**config.mk**
```make
export PLATFORM = sky130hd
export DESIGN_NAME = irq_entry_seq
export DESIGN_NICKNAME = d
export VERILOG_FILES = /design/src/rtl/irq_pkg.sv /design/src/rtl/irq_arb.sv /design/src/rtl/irq_seq.sv /design/src/rtl/irq_entry_seq.sv
export SDC_FILE = /design/constraint.sdc
export NUM_CORES = 1
export LEC_CHECK = 0
export BUFFER_PORTS_ARGS = -buffer_cell sky130_fd_sc_hd__buf_2
export CORE_MARGIN = 1
export CORE_UTILIZATION = 50
export DETAILED_ROUTE_END_ITERATION = 7
export PLACE_DENSITY = 0.8
export REMOVE_ABC_BUFFERS = 1
export SETUP_SLACK_MARGIN = 0.02
export SLEW_MARGIN = 0
export SYNTH_ARGS = -nofsm -noshare
export SYNTH_HDL_FRONTEND = slang
export SYNTH_SLANG_ARGS = --single-unit
```
**constraint.sdc**
```tcl
create_clock -name clk -period 13.44 [get_ports clk]
set_input_delay 3.36 -clock clk [delete_from_list [all_inputs] [get_ports clk]]
set_output_delay 3.36 -clock clk [all_outputs]
set_load 0.01 [all_outputs]
```
**src/rtl/irq_pkg.sv**
```systemverilog
package irq_pkg;
    typedef enum logic [2:0] {
        S_IDLE,
        S_PUSH_PSR,
        S_PUSH_PC,
        S_VEC_RD,
        S_VEC_LD,
        S_POP_PC,
        S_POP_PSR,
        S_RET_LD
    } seq_state_t;

    localparam int PSR_USER_BIT = 15;
    localparam int PSR_PRIO_LSB = 8;
endpackage

```
**src/rtl/irq_arb.sv**
```systemverilog
module irq_arb #(
    parameter int NUM_DEV = 4,
    parameter int PRIO_W  = 3,
    parameter int VEC_W   = 8,
    localparam int IDX_W  = (NUM_DEV > 1) ? $clog2(NUM_DEV) : 1
) (
    input  logic [NUM_DEV-1:0]        dev_ready,
    input  logic [NUM_DEV-1:0]        dev_ie,
    input  logic [NUM_DEV*PRIO_W-1:0] dev_prio,
    input  logic [NUM_DEV*VEC_W-1:0]  dev_vec,
    output logic                      win_valid,
    output logic [PRIO_W-1:0]         win_prio,
    output logic [IDX_W-1:0]          win_idx,
    output logic [VEC_W-1:0]          win_vec
);
    logic [NUM_DEV-1:0] elig;
    logic [PRIO_W-1:0]  prio_a [NUM_DEV];
    logic [VEC_W-1:0]   vec_a  [NUM_DEV];

    // Unpack each device and qualify it
    for (genvar g = 0; g < NUM_DEV; g++) begin : g_dev
        assign prio_a[g] = dev_prio[g*PRIO_W +: PRIO_W];
        assign vec_a[g]  = dev_vec[g*VEC_W +: VEC_W];
        assign elig[g]   = dev_ie[g] & dev_ready[g] & (|prio_a[g]);
    end

    // Highest level wins; strict compare keeps the lowest index on ties
    always_comb begin
        win_valid = 1'b0;
        win_prio  = '0;
        win_idx   = '0;
        win_vec   = '0;
        for (int i = 0; i < NUM_DEV; i++) begin
            if (elig[i] && (!win_valid || prio_a[i] > win_prio)) begin
                win_valid = 1'b1;
                win_prio  = prio_a[i];
                win_idx   = IDX_W'(i);
                win_vec   = vec_a[i];
            end
        end
    end
endmodule

```
**src/rtl/irq_seq.sv**
```systemverilog
module irq_seq
    import irq_pkg::*;
#(
    parameter int NUM_DEV            = 4,
    parameter int PRIO_W             = 3,
    parameter int VEC_W              = 8,
    parameter int DATA_W             = 16,
    parameter logic [DATA_W-1:0] VEC_BASE = 16'h0100,
    parameter logic [DATA_W-1:0] USP_INIT = 16'hFE00,
    parameter logic [DATA_W-1:0] SSP_INIT = 16'h3000,
    localparam int IDX_W = (NUM_DEV > 1) ? $clog2(NUM_DEV) : 1
) (
    input  logic                 clk,
    input  logic                 rst_n,
    input  logic                 win_valid,
    input  logic [PRIO_W-1:0]    win_prio,
    input  logic [IDX_W-1:0]     win_idx,
    input  logic [VEC_W-1:0]     win_vec,
    input  logic                 instr_done,
    input  logic                 rti_req,
    input  logic [DATA_W-1:0]    pc_cur,
    input  logic [DATA_W-1:0]    mem_rdata,
    output logic                 irq_pend,
    output logic [NUM_DEV-1:0]   irq_ack,
    output logic                 busy,
    output logic                 pc_load,
    output logic [DATA_W-1:0]    pc_val,
    output logic                 user_mode,
    output logic [PRIO_W-1:0]    cur_prio,
    output logic [DATA_W-1:0]    sp_out,
    output logic                 mem_we,
    output logic                 mem_re,
    output logic [DATA_W-1:0]    mem_addr,
    output logic [DATA_W-1:0]    mem_wdata
);
    typedef struct packed {
        seq_state_t        st;
        logic              user;
        logic [PRIO_W-1:0] prio;
        logic [DATA_W-1:0] sp;
        logic [DATA_W-1:0] oth_sp;
        logic [DATA_W-1:0] hold;
        logic [DATA_W-1:0] old_psr;
        logic [VEC_W-1:0]  vec;
    } seq_regs_t;

    seq_regs_t seq_d, seq_q;
    logic      accept;

    function automatic logic [DATA_W-1:0] psr_word(input logic u, input logic [PRIO_W-1:0] p);
        logic [DATA_W-1:0] w;
        w = '0;
        w[PSR_USER_BIT] = u;
        w[PSR_PRIO_LSB +: PRIO_W] = p;
        return w;
    endfunction

    always_comb begin
        seq_d     = seq_q;
        accept    = 1'b0;
        mem_we    = 1'b0;
        mem_re    = 1'b0;
        mem_addr  = '0;
        mem_wdata = '0;
        pc_load   = 1'b0;
        pc_val    = seq_q.hold;
        unique case (seq_q.st)
            S_IDLE: begin
                if (win_valid && (win_prio > seq_q.prio) && instr_done) begin
                    accept        = 1'b1;
                    seq_d.st      = S_PUSH_PSR;
                    seq_d.old_psr = psr_word(seq_q.user, seq_q.prio);
                    seq_d.hold    = pc_cur;
                    seq_d.vec     = win_vec;
                    seq_d.user    = 1'b0;
                    seq_d.prio    = win_prio;
                    if (seq_q.user) begin
                        seq_d.sp     = seq_q.oth_sp;
                        seq_d.oth_sp = seq_q.sp;
                    end
                end else if (rti_req && !seq_q.user) begin
                    seq_d.st = S_POP_PC;
                end
            end
            S_PUSH_PSR: begin
                mem_we    = 1'b1;
                mem_addr  = seq_q.sp - 1'b1;
                mem_wdata = seq_q.old_psr;
                seq_d.sp  = seq_q.sp - 1'b1;
                seq_d.st  = S_PUSH_PC;
            end
            S_PUSH_PC: begin
                mem_we    = 1'b1;
                mem_addr  = seq_q.sp - 1'b1;
                mem_wdata = seq_q.hold;
                seq_d.sp  = seq_q.sp - 1'b1;
                seq_d.st  = S_VEC_RD;
            end
            S_VEC_RD: begin
                mem_re   = 1'b1;
                mem_addr = VEC_BASE + {{(DATA_W-VEC_W){1'b0}}, seq_q.vec};
                seq_d.st = S_VEC_LD;
            end
            S_VEC_LD: begin
                pc_load  = 1'b1;
                pc_val   = mem_rdata;
                seq_d.st = S_IDLE;
            end
            S_POP_PC: begin
                mem_re   = 1'b1;
                mem_addr = seq_q.sp;
                seq_d.sp = seq_q.sp + 1'b1;
                seq_d.st = S_POP_PSR;
            end
            S_POP_PSR: begin
                mem_re     = 1'b1;
                mem_addr   = seq_q.sp;
                seq_d.sp   = seq_q.sp + 1'b1;
                seq_d.hold = mem_rdata;
                seq_d.st   = S_RET_LD;
            end
            S_RET_LD: begin
                pc_load    = 1'b1;
                pc_val     = seq_q.hold;
                seq_d.user = mem_rdata[PSR_USER_BIT];
                seq_d.prio = mem_rdata[PSR_PRIO_LSB +: PRIO_W];
                if (mem_rdata[PSR_USER_BIT]) begin
                    seq_d.sp     = seq_q.oth_sp;
                    seq_d.oth_sp = seq_q.sp;
                end
                seq_d.st = S_IDLE;
            end
            default: seq_d.st = S_IDLE;
        endcase
    end

    always_ff @(posedge clk) begin
        if (!rst_n) begin
            seq_q.st      <= S_IDLE;
            seq_q.user    <= 1'b1;
            seq_q.prio    <= '0;
            seq_q.sp      <= USP_INIT;
            seq_q.oth_sp  <= SSP_INIT;
            seq_q.hold    <= '0;
            seq_q.old_psr <= '0;
            seq_q.vec     <= '0;
        end else begin
            seq_q <= seq_d;
        end
    end

    assign irq_pend  = win_valid && (win_prio > seq_q.prio);
    assign irq_ack   = accept ? (NUM_DEV'(1) << win_idx) : '0;
    assign busy      = (seq_q.st != S_IDLE);
    assign user_mode = seq_q.user;
    assign cur_prio  = seq_q.prio;
    assign sp_out    = seq_q.sp;

    AST_WIN_NONZERO: assert property (@(posedge clk) disable iff (!rst_n)
        win_valid |-> (win_prio != '0));
    AST_ACK_ONEHOT: assert property (@(posedge clk) disable iff (!rst_n)
        $onehot0(irq_ack));
    AST_LEVEL_RAISED: assert property (@(posedge clk) disable iff (!rst_n)
        (seq_q.st == S_PUSH_PSR) |-> (cur_prio > $past(cur_prio)));
    AST_AT_BOUNDARY: assert property (@(posedge clk) disable iff (!rst_n)
        (seq_q.st == S_PUSH_PSR) |-> $past(instr_done));
    AST_PRIV_ENTRY: assert property (@(posedge clk) disable iff (!rst_n)
        $rose(busy) && mem_we |-> !user_mode);
    AST_PUSH_ORDER: assert property (@(posedge clk) disable iff (!rst_n)
        (seq_q.st == S_PUSH_PC) |-> ($past(mem_we) && mem_addr == $past(mem_addr) - 1'b1));
    AST_MEM_EXCL: assert property (@(posedge clk) disable iff (!rst_n)
        !(mem_we && mem_re));
    AST_LOAD_IN_SEQ: assert property (@(posedge clk) disable iff (!rst_n)
        pc_load |-> (busy && $past(busy)));
    AST_USER_RTI_IGNORED: assert property (@(posedge clk) disable iff (!rst_n)
        (!busy && rti_req && user_mode && irq_ack == '0) |=> (!busy && !mem_re));
    AST_NO_ACK_BUSY: assert property (@(posedge clk) disable iff (!rst_n)
        busy |-> (irq_ack == '0));
endmodule

```
**src/rtl/irq_entry_seq.sv**
```systemverilog
module irq_entry_seq #(
    parameter int NUM_DEV            = 4,
    parameter int PRIO_W             = 3,
    parameter int VEC_W              = 8,
    parameter int DATA_W             = 16,
    parameter logic [DATA_W-1:0] VEC_BASE = 16'h0100,
    parameter logic [DATA_W-1:0] USP_INIT = 16'hFE00,
    parameter logic [DATA_W-1:0] SSP_INIT = 16'h3000
) (
    input  logic                        clk,
    input  logic                        rst_n,
    input  logic [NUM_DEV-1:0]          dev_ready,
    input  logic [NUM_DEV-1:0]          dev_ie,
    input  logic [NUM_DEV*PRIO_W-1:0]   dev_prio,
    input  logic [NUM_DEV*VEC_W-1:0]    dev_vec,
    input  logic                        instr_done,
    input  logic                        rti_req,
    input  logic [DATA_W-1:0]           pc_cur,
    input  logic [DATA_W-1:0]           mem_rdata,
    output logic                        irq_pend,
    output logic [NUM_DEV-1:0]          irq_ack,
    output logic                        busy,
    output logic                        pc_load,
    output logic [DATA_W-1:0]           pc_val,
    output logic                        user_mode,
    output logic [PRIO_W-1:0]           cur_prio,
    output logic [DATA_W-1:0]           sp_out,
    output logic                        mem_we,
    output logic                        mem_re,
    output logic [DATA_W-1:0]           mem_addr,
    output logic [DATA_W-1:0]           mem_wdata
);
    localparam int IDX_W = (NUM_DEV > 1) ? $clog2(NUM_DEV) : 1;

    logic              win_valid;
    logic [PRIO_W-1:0] win_prio;
    logic [IDX_W-1:0]  win_idx;
    logic [VEC_W-1:0]  win_vec;

    irq_arb #(
        .NUM_DEV (NUM_DEV),
        .PRIO_W  (PRIO_W),
        .VEC_W   (VEC_W)
    ) u_arb (
        .dev_ready (dev_ready),
        .dev_ie    (dev_ie),
        .dev_prio  (dev_prio),
        .dev_vec   (dev_vec),
        .win_valid (win_valid),
        .win_prio  (win_prio),
        .win_idx   (win_idx),
        .win_vec   (win_vec)
    );

    irq_seq #(
        .NUM_DEV  (NUM_DEV),
        .PRIO_W   (PRIO_W),
        .VEC_W    (VEC_W),
        .DATA_W   (DATA_W),
        .VEC_BASE (VEC_BASE),
        .USP_INIT (USP_INIT),
        .SSP_INIT (SSP_INIT)
    ) u_seq (
        .clk        (clk),
        .rst_n      (rst_n),
        .win_valid  (win_valid),
        .win_prio   (win_prio),
        .win_idx    (win_idx),
        .win_vec    (win_vec),
        .instr_done (instr_done),
        .rti_req    (rti_req),
        .pc_cur     (pc_cur),
        .mem_rdata  (mem_rdata),
        .irq_pend   (irq_pend),
        .irq_ack    (irq_ack),
        .busy       (busy),
        .pc_load    (pc_load),
        .pc_val     (pc_val),
        .user_mode  (user_mode),
        .cur_prio   (cur_prio),
        .sp_out     (sp_out),
        .mem_we     (mem_we),
        .mem_re     (mem_re),
        .mem_addr   (mem_addr),
        .mem_wdata  (mem_wdata)
    );
endmodule

```
==> parameters.txt <==
Parameter                              Value

Clocking
  Number of sinks handled by clock tree synthesis ... 67
  Clock latency at the later pin of the worst-skew pair ... between 0.3 and 0.4 ns
  Clock transition at the registers of the reported paths ... 0.08 ns
  Root buffer cell ... sky130_fd_sc_hd__clkbuf_8
  Max H-tree Level ... 3
  Post-CTS setup buffer count ... 0
  Post-CTS resize count ... 0
  CTS max path bufs ... 2
  Cts bufs inserted ... 9
  Hold-fix buffer count after cts ... 0
  Clock tree from TritonCTS ... built

Drt
  Avg WL per Cell ... between 15 and 20 um
  DR vias/cell ... roughly 6.3
  # DRC ... 0
  1st-iter DRT viols ... around 550
  Overall routed net length ... between 15 and 20 mm
  Number of vias after detailed routing ... just under 6000
  Number of nets still failing antenna checks after routing ... 0
  Drt pass-1 iters ... 5

Global routing
  Total routing usage reported by global routing ... 0.303
  Total gr overflow ... 0
  Initial antenna violation count ... 0
  Largest net degree at the start of global routing ... 45
  Via count of the first global-routing pass ... 5678
  First-pass GRT wire length ... 27.6 mm

STA
  Fin. Hold Viols ... 0
  Period Utilization, post-route ... 0.963
  Max Clk Rate ... between 70 and 80 MHz
  Slew margin rel. ... 0.326
  Clock Skews ... around 0.0065 ns
  Minimum setup slack in the final design ... about 0.49 ns
  Final TNS setup ... 0 ns
  Final number of setup-violating endpoints ... 0
  Minimum clock period after layout ... around 13 ns
  Final hold slack ... around 0.46 ns
  Max-slew violation count ... 0
  Slew at the pin closest to its max-slew limit ... 1.01 ns
  Unrepaired setup endpoints after global routing ... no

Logic synthesis
  Number of warning messages in the yosys log ... 0
  Post-synth EDFFs ... 0
  Post-synthesis average cell area ... a little under 8 um2
  Mapped cell area ... between 5000 and 6000 um2
  Number of synthesized register bits ... 67
  Library cell occupying the most area in the post-synthesis netlist ... sky130_fd_sc_hd__dfxtp_1
  Commonest cells post-synth ... sky130_fd_sc_hd__dfxtp_1 (67), sky130_fd_sc_hd__a21oi_1 (55), sky130_fd_sc_hd__nand2_1 (50)
  Cell with the most instances after synthesis ... sky130_fd_sc_hd__dfxtp_1
  Cell count after synthesis ... a little under 700
  Asr flop ratio synth ... 0
  Ys flop type ... sky130_fd_sc_hd__dfxtp_1
  Sequential cell area fraction in the yosys report ... 0.249
  Top-area cell type share of the netlist area ... 0.249
  Number of library cell types mapped by synthesis ... 81
  Leading post-synthesis cells by cell area ... sky130_fd_sc_hd__dfxtp_1 (25%), sky130_fd_sc_hd__a21oi_1 (5.1%), sky130_fd_sc_hd__o21ai_0 (4.6%), sky130_fd_sc_hd__a22oi_1 (3.9%), sky130_fd_sc_hd__nand2_1 (3.5%)

Placement
  Port-buffer cells ... approximately 160
  Detailed placer's ending HPWL ... ~12 mm
  Weighted congestion reported at the end of routability-driven placement ... between 0.9 and 1
  Setup slack at placement ... a little under 0.3 ns
  Placement-stage cell area ... about 6000 um2

Setup path
  Highest net fanout along the worst path ... 12
  Type of element launching the critical path ... input port
  Crit path kind ... in2out
  Critical path endpoint category ... output port
  Arrival time worst endpoint ... 9.59 ns
  Required time of the critical path ... approximately 10 ns

Finish
  Share of final-layout standard cells stronger than drive strength 1 ... 0.297
  Area of all placed cells without fillers ... around 6300 um2
  Filler Cells Inserted ... between 900 and 1000
  Synthesis-to-finish area growth ... 17.0%
  Final antenna diode count ... 0
  Layout Nets ... approximately 900

Floorplanning
  Overall die height ... between 100 and 150 um
  Core area ... 10400 um2
  Top-level port count ... roughly 170
  Area of the die ... about 11000 um2
  Placement Rows ... 37
  Initial Utilization ... 0.520
  Horizontal die dimension ... between 100 and 150 um

Run status
  Result of the run ... completed

Worst hold path
  Worst hold-check path type ... reg2reg

Power and ir drop
  Cell leakage power ... 2.62 nW
  Worst VDD drop ... between 0.00009 and 0.0001 V
  Design Power ... 0.00104 W
  Power density normalized to cell area ... roughly 160 nW/um2

Run
  Number of max-cap violations ... 0
==> cell usage in the layout (no fill, tap or decap), drive strengths merged, types with 5 or more instances in the layout <==
master,count
o2bb2ai,5
nand3b,7
and3,10
nand3,38
nor2,49
or3,8
o211ai,9
clkbuf,10
nor4,11
and2,22
dfxtp,67
a211oi,12
xnor2,16
o31ai,10
a221oi,8
a2111oi,5
o311ai,6
a31o,6
nor3,15
inv,19
mux2,16
xor2,10
o32ai,5
a22oi,28
o21a,6
a21oi,55
buf,172
nand2,50
nand4,6
ha,14
o21ai,51
==> stage by stage <==
step            util  cells
6_report       0.608    940
5_1_grt        0.608    940
4_1_cts        0.607    940
3_5_place_dp   0.581    924
3_3_place_gp   0.581    924
2_1_floorplan      -    616
==> worst max-delay path: stages <==
cell,delay [ns]
sky130_fd_sc_hd__buf_2,0.12
sky130_fd_sc_hd__and3_1,0.21
sky130_fd_sc_hd__ha_1,0.28
sky130_fd_sc_hd__nand3_1,0.09
sky130_fd_sc_hd__o21ai_0,0.18
sky130_fd_sc_hd__o21ai_2,0.32
sky130_fd_sc_hd__and2_1,0.33
sky130_fd_sc_hd__a21oi_1,0.15
sky130_fd_sc_hd__ha_1,0.31
sky130_fd_sc_hd__a211oi_1,0.32
sky130_fd_sc_hd__a2bb2oi_1,0.24
sky130_fd_sc_hd__nand2b_2,0.26
sky130_fd_sc_hd__nor2_1,0.06
sky130_fd_sc_hd__a21o_1,0.16
sky130_fd_sc_hd__ha_1,0.29
sky130_fd_sc_hd__a211oi_1,0.30
sky130_fd_sc_hd__o21a_2,0.34
sky130_fd_sc_hd__nor2_2,0.13
sky130_fd_sc_hd__a2111oi_1,0.42
sky130_fd_sc_hd__nor2_1,0.11
sky130_fd_sc_hd__ha_1,0.31
sky130_fd_sc_hd__nor2b_1,0.13
sky130_fd_sc_hd__o21a_1,0.16
sky130_fd_sc_hd__o211ai_2,0.19
sky130_fd_sc_hd__inv_6,0.18
sky130_fd_sc_hd__nand3_1,0.19
sky130_fd_sc_hd__nor4_1,0.25
sky130_fd_sc_hd__buf_2,0.19
==> layer usage <==
| metal | up-vias | part of all wire | track usage |
|---|---|---|---|
| met5 | - | 0 | 0 |
| met4 | 0 | 0.025 | 0.135 |
| met3 | 37 | 0.089 | 0.0470 |
| met2 | 328 | 0.50 | 0.526 |
| met1 | 2760 | 0.39 | 0.367 |
| li1 | 2777 | - | - |
==> cell families (layout without fill, tap and decap cells) <==
group           count (synthesis)  in the layout  share of synthesized area
compound gates                232            232                      0.305
xor+xnor                       26             26                     0.0423
fa+ha+maj                      14             14                     0.0325
buf+inv                        98            207                     0.0912
flops                          67             67                      0.249
mux                            18             18                     0.0371
simple gates                  240            240                      0.243
==> report_power, final <==
group | internal [W] | switching, W
registers | 0.000233 | 0.0000688
clock network | 0.000143 | 0.0000841
logic | 0.000209 | 0.000301
total | 0.000585 | 0.000454
==> state kept, by name, summed over array words and instances (netlist names) <==
name	cells
u_seq.sp_out	16
u_seq.seq_q	47
u_seq.cur_prio	3
u_seq.user_mode	1
==> cell type report <==
cell class,count,area [um2],area share
Timing Repair Buffer,172,881,0.140
Inverter,19,76.3,0.0121
Sequential cell,67,1340,0.213
Clock inverter,6,138,0.0218
Tap cell,136,170,0.0270
Clock buffer,10,128,0.0202
Multi-Input combinational cell,530,3570,0.566
==> path summary, 6_finish.rpt <==
check	startpoint	endpoint	slack, ns	cells past startpoint
max reg2reg	u_seq.seq_q[77]$_SDFFE_PN0P_	u_seq.sp_out[15]$_SDFFE_PN1P_	10.42	6
min reg2reg	u_seq.seq_q[16]$_SDFFE_PN0P_	u_seq.seq_q[16]$_SDFFE_PN0P_	0.46	2
max	dev_prio[0]	irq_ack[0]	0.49	28
min	u_seq.seq_q[16]$_SDFFE_PN0P_	u_seq.seq_q[16]$_SDFFE_PN0P_	0.46	2
(Power assumes the default switching activity.)
